===== config.mk =====
export PLATFORM = sky130hd
export DESIGN_NAME = burst_sram_fe
export DESIGN_NICKNAME = d
export VERILOG_FILES = /design/src/rtl/burst_fe_pkg.sv /design/src/rtl/fe_select.sv /design/src/rtl/fe_burst_addr.sv /design/src/rtl/fe_write_decode.sv /design/src/rtl/fe_mem_array.sv /design/src/rtl/fe_out_stage.sv /design/src/rtl/burst_sram_fe.sv
export SDC_FILE = /design/constraint.sdc
export NUM_CORES = 2
export LEC_CHECK = 0
export BUFFER_PORTS_ARGS = -buffer_cell sky130_fd_sc_hd__clkbuf_2
export CORE_MARGIN = 8
export CORE_UTILIZATION = 63
export DETAILED_ROUTE_END_ITERATION = 10
export MAX_ROUTING_LAYER = met4
export PLACE_DENSITY = 0.79
export SLEW_MARGIN = 20
export SYNTH_ARGS = -nofsm -noshare
export SYNTH_HDL_FRONTEND = slang
export SYNTH_SLANG_ARGS = --single-unit

===== constraint.sdc =====
create_clock -name clk -period 4.2 [get_ports clk]
set_input_delay 0.42 -clock clk [delete_from_list [all_inputs] [get_ports clk]]
set_output_delay 0.42 -clock clk [all_outputs]
set_load 0.01 [all_outputs]

===== src/rtl/burst_fe_pkg.sv =====
package burst_fe_pkg;
  // strobe outcome on one edge
  typedef enum logic [1:0] {
    STB_NONE  = 2'd0,
    STB_LOAD  = 2'd1,
    STB_CLOSE = 2'd2
  } strobe_e;

  function automatic logic chip_selected(input logic c1_n, input logic c2, input logic c3_n);
    return !c1_n && c2 && !c3_n;
  endfunction
endpackage


===== src/rtl/fe_select.sv =====
module fe_select
  import burst_fe_pkg::*;
(
  input  logic clk,
  input  logic rst,
  input  logic ce1_n,
  input  logic ce2,
  input  logic ce3_n,
  input  logic adsp_n,
  input  logic adsc_n,
  output logic strobe,
  output logic load,
  output logic open_from_idle,
  output logic act_q
);
  strobe_e outcome;
  logic    p_hit;
  logic    c_hit;

  always_comb begin
    p_hit   = !adsp_n && !ce1_n;
    c_hit   = !adsc_n && !p_hit;
    outcome = STB_NONE;
    if (p_hit || c_hit)
      outcome = chip_selected(ce1_n, ce2, ce3_n) ? STB_LOAD : STB_CLOSE;
  end

  assign strobe         = (outcome != STB_NONE);
  assign load           = (outcome == STB_LOAD);
  assign open_from_idle = load && !act_q;

  always_ff @(posedge clk) begin
    if (rst)                    act_q <= 1'b0;
    else if (outcome == STB_LOAD)  act_q <= 1'b1;
    else if (outcome == STB_CLOSE) act_q <= 1'b0;
  end

  AST_CLOSE_ENDS: assert property (@(posedge clk) disable iff (rst)
    (strobe && !load) |=> !act_q);
endmodule


===== src/rtl/fe_burst_addr.sv =====
module fe_burst_addr #(
  parameter int AW = 8,
  parameter int CW = 2
) (
  input  logic          clk,
  input  logic          rst,
  input  logic          load,
  input  logic          step,
  input  logic [AW-1:0] addr,
  output logic [AW-1:0] cur_addr
);
  localparam int UW = AW - CW;

  logic [UW-1:0] up_q;
  logic [CW-1:0] cnt_q;

  always_ff @(posedge clk) begin
    if (rst) begin
      up_q  <= '0;
      cnt_q <= '0;
    end else if (load) begin
      up_q  <= addr[AW-1:CW];
      cnt_q <= addr[CW-1:0];
    end else if (step) begin
      cnt_q <= cnt_q + CW'(1);
    end
  end

  assign cur_addr = {up_q, cnt_q};

  AST_CNT_STEP: assert property (@(posedge clk) disable iff (rst)
    (!load && step) |=> (cnt_q == $past(cnt_q) + CW'(1)));
  AST_CNT_HOLD: assert property (@(posedge clk) disable iff (rst)
    (!load && !step) |=> $stable(cnt_q));
  AST_UPPER_FIXED: assert property (@(posedge clk) disable iff (rst)
    !load |=> $stable(up_q));
endmodule


===== src/rtl/fe_write_decode.sv =====
module fe_write_decode #(
  parameter int NB = 2
) (
  input  logic          slot,
  input  logic          gw_n,
  input  logic          bwe_n,
  input  logic [NB-1:0] bw_n,
  output logic [NB-1:0] lane_we,
  output logic          wr_any
);
  logic [NB-1:0] pick;

  always_comb begin
    if (!gw_n)       pick = '1;
    else if (!bwe_n) pick = ~bw_n;
    else             pick = '0;
  end

  assign lane_we = slot ? pick : '0;
  assign wr_any  = |pick;
endmodule


===== src/rtl/fe_mem_array.sv =====
module fe_mem_array #(
  parameter int AW = 8,
  parameter int LW = 8,
  parameter int NB = 2
) (
  input  logic           clk,
  input  logic [NB-1:0]  we,
  input  logic [AW-1:0]  addr,
  input  logic [NB*LW-1:0] wdata,
  output logic [NB*LW-1:0] rdata
);
  localparam int DEPTH = 1 << AW;

  for (genvar g = 0; g < NB; g++) begin : g_lane
    logic [LW-1:0] mem [DEPTH];
    always_ff @(posedge clk) begin
      if (we[g]) mem[addr] <= wdata[g*LW +: LW];
      rdata[g*LW +: LW] <= mem[addr];
    end
  end
endmodule


===== src/rtl/fe_out_stage.sv =====
module fe_out_stage (
  input  logic clk,
  input  logic rst,
  input  logic rd_next,
  input  logic mask_next,
  input  logic oe_n,
  output logic dq_en
);
  logic rd_q;
  logic mask_q;

  always_ff @(posedge clk) begin
    if (rst) begin
      rd_q   <= 1'b0;
      mask_q <= 1'b0;
    end else begin
      rd_q   <= rd_next;
      mask_q <= mask_next;
    end
  end

  assign dq_en = !oe_n && rd_q && !mask_q;
endmodule


===== src/rtl/burst_sram_fe.sv =====
module burst_sram_fe #(
  parameter int AW = 8,
  parameter int LW = 8,
  parameter int NB = 2,
  parameter int CW = 2
) (
  input  logic             clk,
  input  logic             rst,
  input  logic             ce1_n,
  input  logic             ce2,
  input  logic             ce3_n,
  input  logic             adsp_n,
  input  logic             adsc_n,
  input  logic             adv_n,
  input  logic [AW-1:0]    addr,
  input  logic             gw_n,
  input  logic             bwe_n,
  input  logic [NB-1:0]    bw_n,
  input  logic             oe_n,
  input  logic [NB*LW-1:0] din,
  output logic [NB*LW-1:0] dq_out,
  output logic             dq_en
);
  localparam int DW = NB * LW;

  logic          strobe;
  logic          load;
  logic          from_idle;
  logic          act_q;
  logic          slot;
  logic [AW-1:0] cur_addr;
  logic [NB-1:0] lane_we;
  logic          wr_any;
  logic [DW-1:0] rdata;

  fe_select u_sel (
    .clk(clk), .rst(rst), .ce1_n(ce1_n), .ce2(ce2), .ce3_n(ce3_n),
    .adsp_n(adsp_n), .adsc_n(adsc_n), .strobe(strobe), .load(load),
    .open_from_idle(from_idle), .act_q(act_q)
  );

  assign slot = act_q && !strobe;

  fe_burst_addr #(.AW(AW), .CW(CW)) u_addr (
    .clk(clk), .rst(rst), .load(load), .step(slot && !adv_n),
    .addr(addr), .cur_addr(cur_addr)
  );

  fe_write_decode #(.NB(NB)) u_wdec (
    .slot(slot), .gw_n(gw_n), .bwe_n(bwe_n), .bw_n(bw_n),
    .lane_we(lane_we), .wr_any(wr_any)
  );

  fe_mem_array #(.AW(AW), .LW(LW), .NB(NB)) u_mem (
    .clk(clk), .we(lane_we), .addr(cur_addr), .wdata(din), .rdata(rdata)
  );

  fe_out_stage u_out (
    .clk(clk), .rst(rst),
    .rd_next(load || (slot && !wr_any)),
    .mask_next(from_idle),
    .oe_n(oe_n), .dq_en(dq_en)
  );

  assign dq_out = rdata;

  AST_ADSP_INERT: assert property (@(posedge clk) disable iff (rst)
    (ce1_n && adsc_n) |=> ($stable(act_q) && $stable(cur_addr[AW-1:CW])));
  AST_GW_ALL_LANES: assert property (@(posedge clk) disable iff (rst)
    (slot && !gw_n) |-> (lane_we == {NB{1'b1}}));
  AST_IDLE_MASK: assert property (@(posedge clk) disable iff (rst)
    from_idle |=> !dq_en);
  AST_WRITE_QUIET: assert property (@(posedge clk) disable iff (rst)
    (slot && wr_any) |=> !dq_en);
  AST_CLOSED_QUIET: assert property (@(posedge clk) disable iff (rst)
    !act_q |-> !dq_en);
  AST_OE_BLOCKS: assert property (@(posedge clk) disable iff (rst)
    oe_n |-> !dq_en);
endmodule


==> results.json <==
{
  "final_common_cell": "edfxtp_1",
  "syn_to_final_growth_pct": 14.7,
  "fin_crit_ns": 4.30,
  "regArea_um2": 124000,
  "rows": 183,
  "max_freq_ghz": 0.233,
  "h-tree-depth": 5,
  "grt_pass1_wl_mm": 613,
  "die_h_um": 515,
  "hold_ws_ns": 0.0951,
  "first_pass_iters": 6,
  "syn_nets": 7127,
  "power.density_nw_per_um2": 469,
  "power_leakage_uw": 0.0557,
  "dieArea_um2": 265000,
  "start_util_pct": 63.2,
  "cts.path.max_buffers": 4,
  "drive_gt1_share_pct": 30.3,
  "syn_avg_cell_area_um2": 22.1,
  "num_vias": 84300,
  "wl_per_cell_um": 37.5,
  "hpwlAfterDp_mm": 232,
  "cts_tree": "done",
  "grtUsageTotal_pct": 33.2,
  "antenna_found_initial": 19,
  "drt_wl_total_mm": 434,
  "n_fill_cell": 12700,
  "drc": 0,
  "cp.arrival_ns": 4.89,
  "synth_seq_cells": 4123,
  "drv_slew": 0,
  "ctsRootBufferMaster": "clkbuf_16",
  "yosys.cell_types.count": 30,
  "multi_input_area_um2": 31600,
  "cap_viol_max_count": 0,
  "ant_nets": 0,
  "synth-warning-count": 0,
  "die_width_um": 515,
  "finalSetupViolCount": 50,
  "routed_via_density": 7.29,
  "max-slew-margin-rel_pct": 14.8,
  "clk_latency_ns": 1.00,
  "clock_sinks": 4123,
  "finalCritPeriodShare_pct": 102,
  "final_nets": 7948,
  "path_clk_slew_ns": 0.06,
  "critPathMaxFanout": 16,
  "final_util_pct": 72.5,
  "synth.cell_area_um2": 157000,
  "overflow": 0,
  "drt_first_iter_violations": 14000,
  "status": "finished, violations left",
  "start_kind": "primary input",
  "worstMarginPinSlew_ns": 1.28,
  "violations": "setup timing",
  "fin_skew_ns": 0.0660,
  "seq_area_frac_synth_pct": 78.8,
  "final_cell_mix": "edfxtp_1 (4,096), mux4_2 (1,024), buf_4 (706)",
  "postSynthCellCount": 7085,
  "worst-setup-path-type": "primary input to register",
  "cp-end-kind": "register",
  "holdCritPathClass": "primary input to register",
  "grt_pass1_vias": 84600,
  "io_buffers": 53,
  "cts-buffers-inserted": 401,
  "gp_congestion": 0.879,
  "grt_max_degree": 159,
  "rsz0062_at_grt": "yes",
  "power.total_uw": 84500,
  "worstPathRequired_ns": 4.80,
  "ir_drop_mv": 0.522,
  "final-hold-violation-count": 0,
  "final.setup.worst_slack_ns": -0.0964,
  "io_pins": 54,
  "core_area_um2": 248000
}
## Yosys cell counts, drive strengths merged
cell / instances / share of area [%]
nor2: 525 / 1.3
a22oi: 512 / 2.5
o41ai: 64 / 0.36
nand4: 16 / 0.064
buf: 169 / 0.58
o21ai: 3 / 0.0096
ha: 5 / 0.040
nand3: 2 / 0.0064
edfxtp: 4096 / 78
dfxtp: 27 / 0.34
and2: 2 / 0.0080
nor3b: 1 / 0.0048
mux4: 1024 / 15
nand2: 62 / 0.15
mux2i: 2 / 0.013
nand2b: 2 / 0.0080
or3b: 1 / 0.0056
inv: 3 / 0.0072
nor2b: 4 / 0.016
xnor2: 1 / 0.0056
nor3: 1 / 0.0032
a211oi: 2 / 0.0096
a21oi: 265 / 0.85
nand3b: 1 / 0.0048
or2: 1 / 0.0040
nand4b: 1 / 0.0056
clkbuf: 293 / 0.70
## worst max-delay path, cell delays in order
cell and delay, ns:
dlygate4sd3_1 0.52, clkbuf_2 0.11, a21oi_1 0.06, dlygate4sd3_1 0.58, inv_1 0.30, ha_1 0.41
nand3_1 0.42, nor2_1 0.65, nand2_1 0.58, nor2_1 0.82
## state kept, by name, summed over array words and instances (netlist names)
signal            cells
u_mem.g_lane.mem   4096
u_mem.rdata          16
u_addr.up_q           6
u_addr.cnt_q          2
u_out.mask_q          1
u_out.rd_q            1
u_sel.act_q           1
## final cells by class
class / instances / share of cell area [%]
clock inverters: 228 / 1.22
multi-input cells: 2497 / 17.6
diodes: 25 / 0.0348
clock buffers: 475 / 5.84
flip-flops and latches: 4123 / 68.7
well taps: 3330 / 2.32
inverters: 3 / 0.00626
repair buffers: 880 / 4.34
## layer usage
layer | wire length (µm) | global-route usage [%]
met1 | 140000 | 41.2
met2 | 211000 | 51.8
met3 | 52000 | 7.37
met4 | 30400 | 18.1
met5 | 0 | -
## logic make-up (layout without fill, tap and decap cells)
kind of cell | count (synthesis) | in the layout | synth area share [%]
AOI/OAI and AO/OA | 846 | 846 | 3.67
xor gates and xnor gates | 1 | 1 | 0.00558
adders and majority gates | 5 | 5 | 0.0399
buffers and inverters | 465 | 1586 | 1.28
DFF | 4123 | 4123 | 78.8
muxes | 1026 | 1026 | 14.7
other | 0 | 25 | 0
and+or+nand+nor | 619 | 619 | 1.53
## report_power, final
group / internal (µW) / switching, µW / total, µW
Combinational: 1280 / 2290 / 3570
Clock: 20300 / 15300 / 35600
Sequential: 45200 / 35.4 / 45300
Total: 66800 / 17600 / 84500
## worst paths after layout
check | startpoint | endpoint | slack (ns) | cells after the start
max | adsp_n | u_mem.g_lane[0].mem[105][1] | -0.1 | 10
min | din[11] | u_mem.g_lane[1].mem[75][3] | 0.1 | 1
max reg2reg | u_addr.cnt_q[1] | u_mem.rdata[14] | 0.31 | 9
min reg2reg | u_addr.up_q[1] | u_addr.up_q[1] | 0.62 | 2
## stage by stage
| stage | instance area (µm²) | TNS [ns] | std cells | worst slack (ns) |
|---|---|---|---|---|
| 2_1_floorplan | 157000 | 0 | 7085 | 1.19 |
| 3_3_place_gp | 167000 | 0 | 10800 | 0.141 |
| 3_5_place_dp | 167000 | 0 | 10800 | 0.0588 |
| 4_1_cts | 180000 | 0 | 11500 | 0.00698 |
| 5_1_grt | 180000 | -9.17 | 11600 | -0.134 |
| 6_report | 180000 | -1.81 | 11600 | -0.0964 |
## what timing repair did
action | in CTS | in global routing
endpoints found under the hold margin | 166 | 128
gates resized for setup | 0 | 22
setup buffers | 0 | 6
setup endpoints to repair | 0 | 233
hold buffers | 31 | 3
Power figures use the tool's default switching activity.
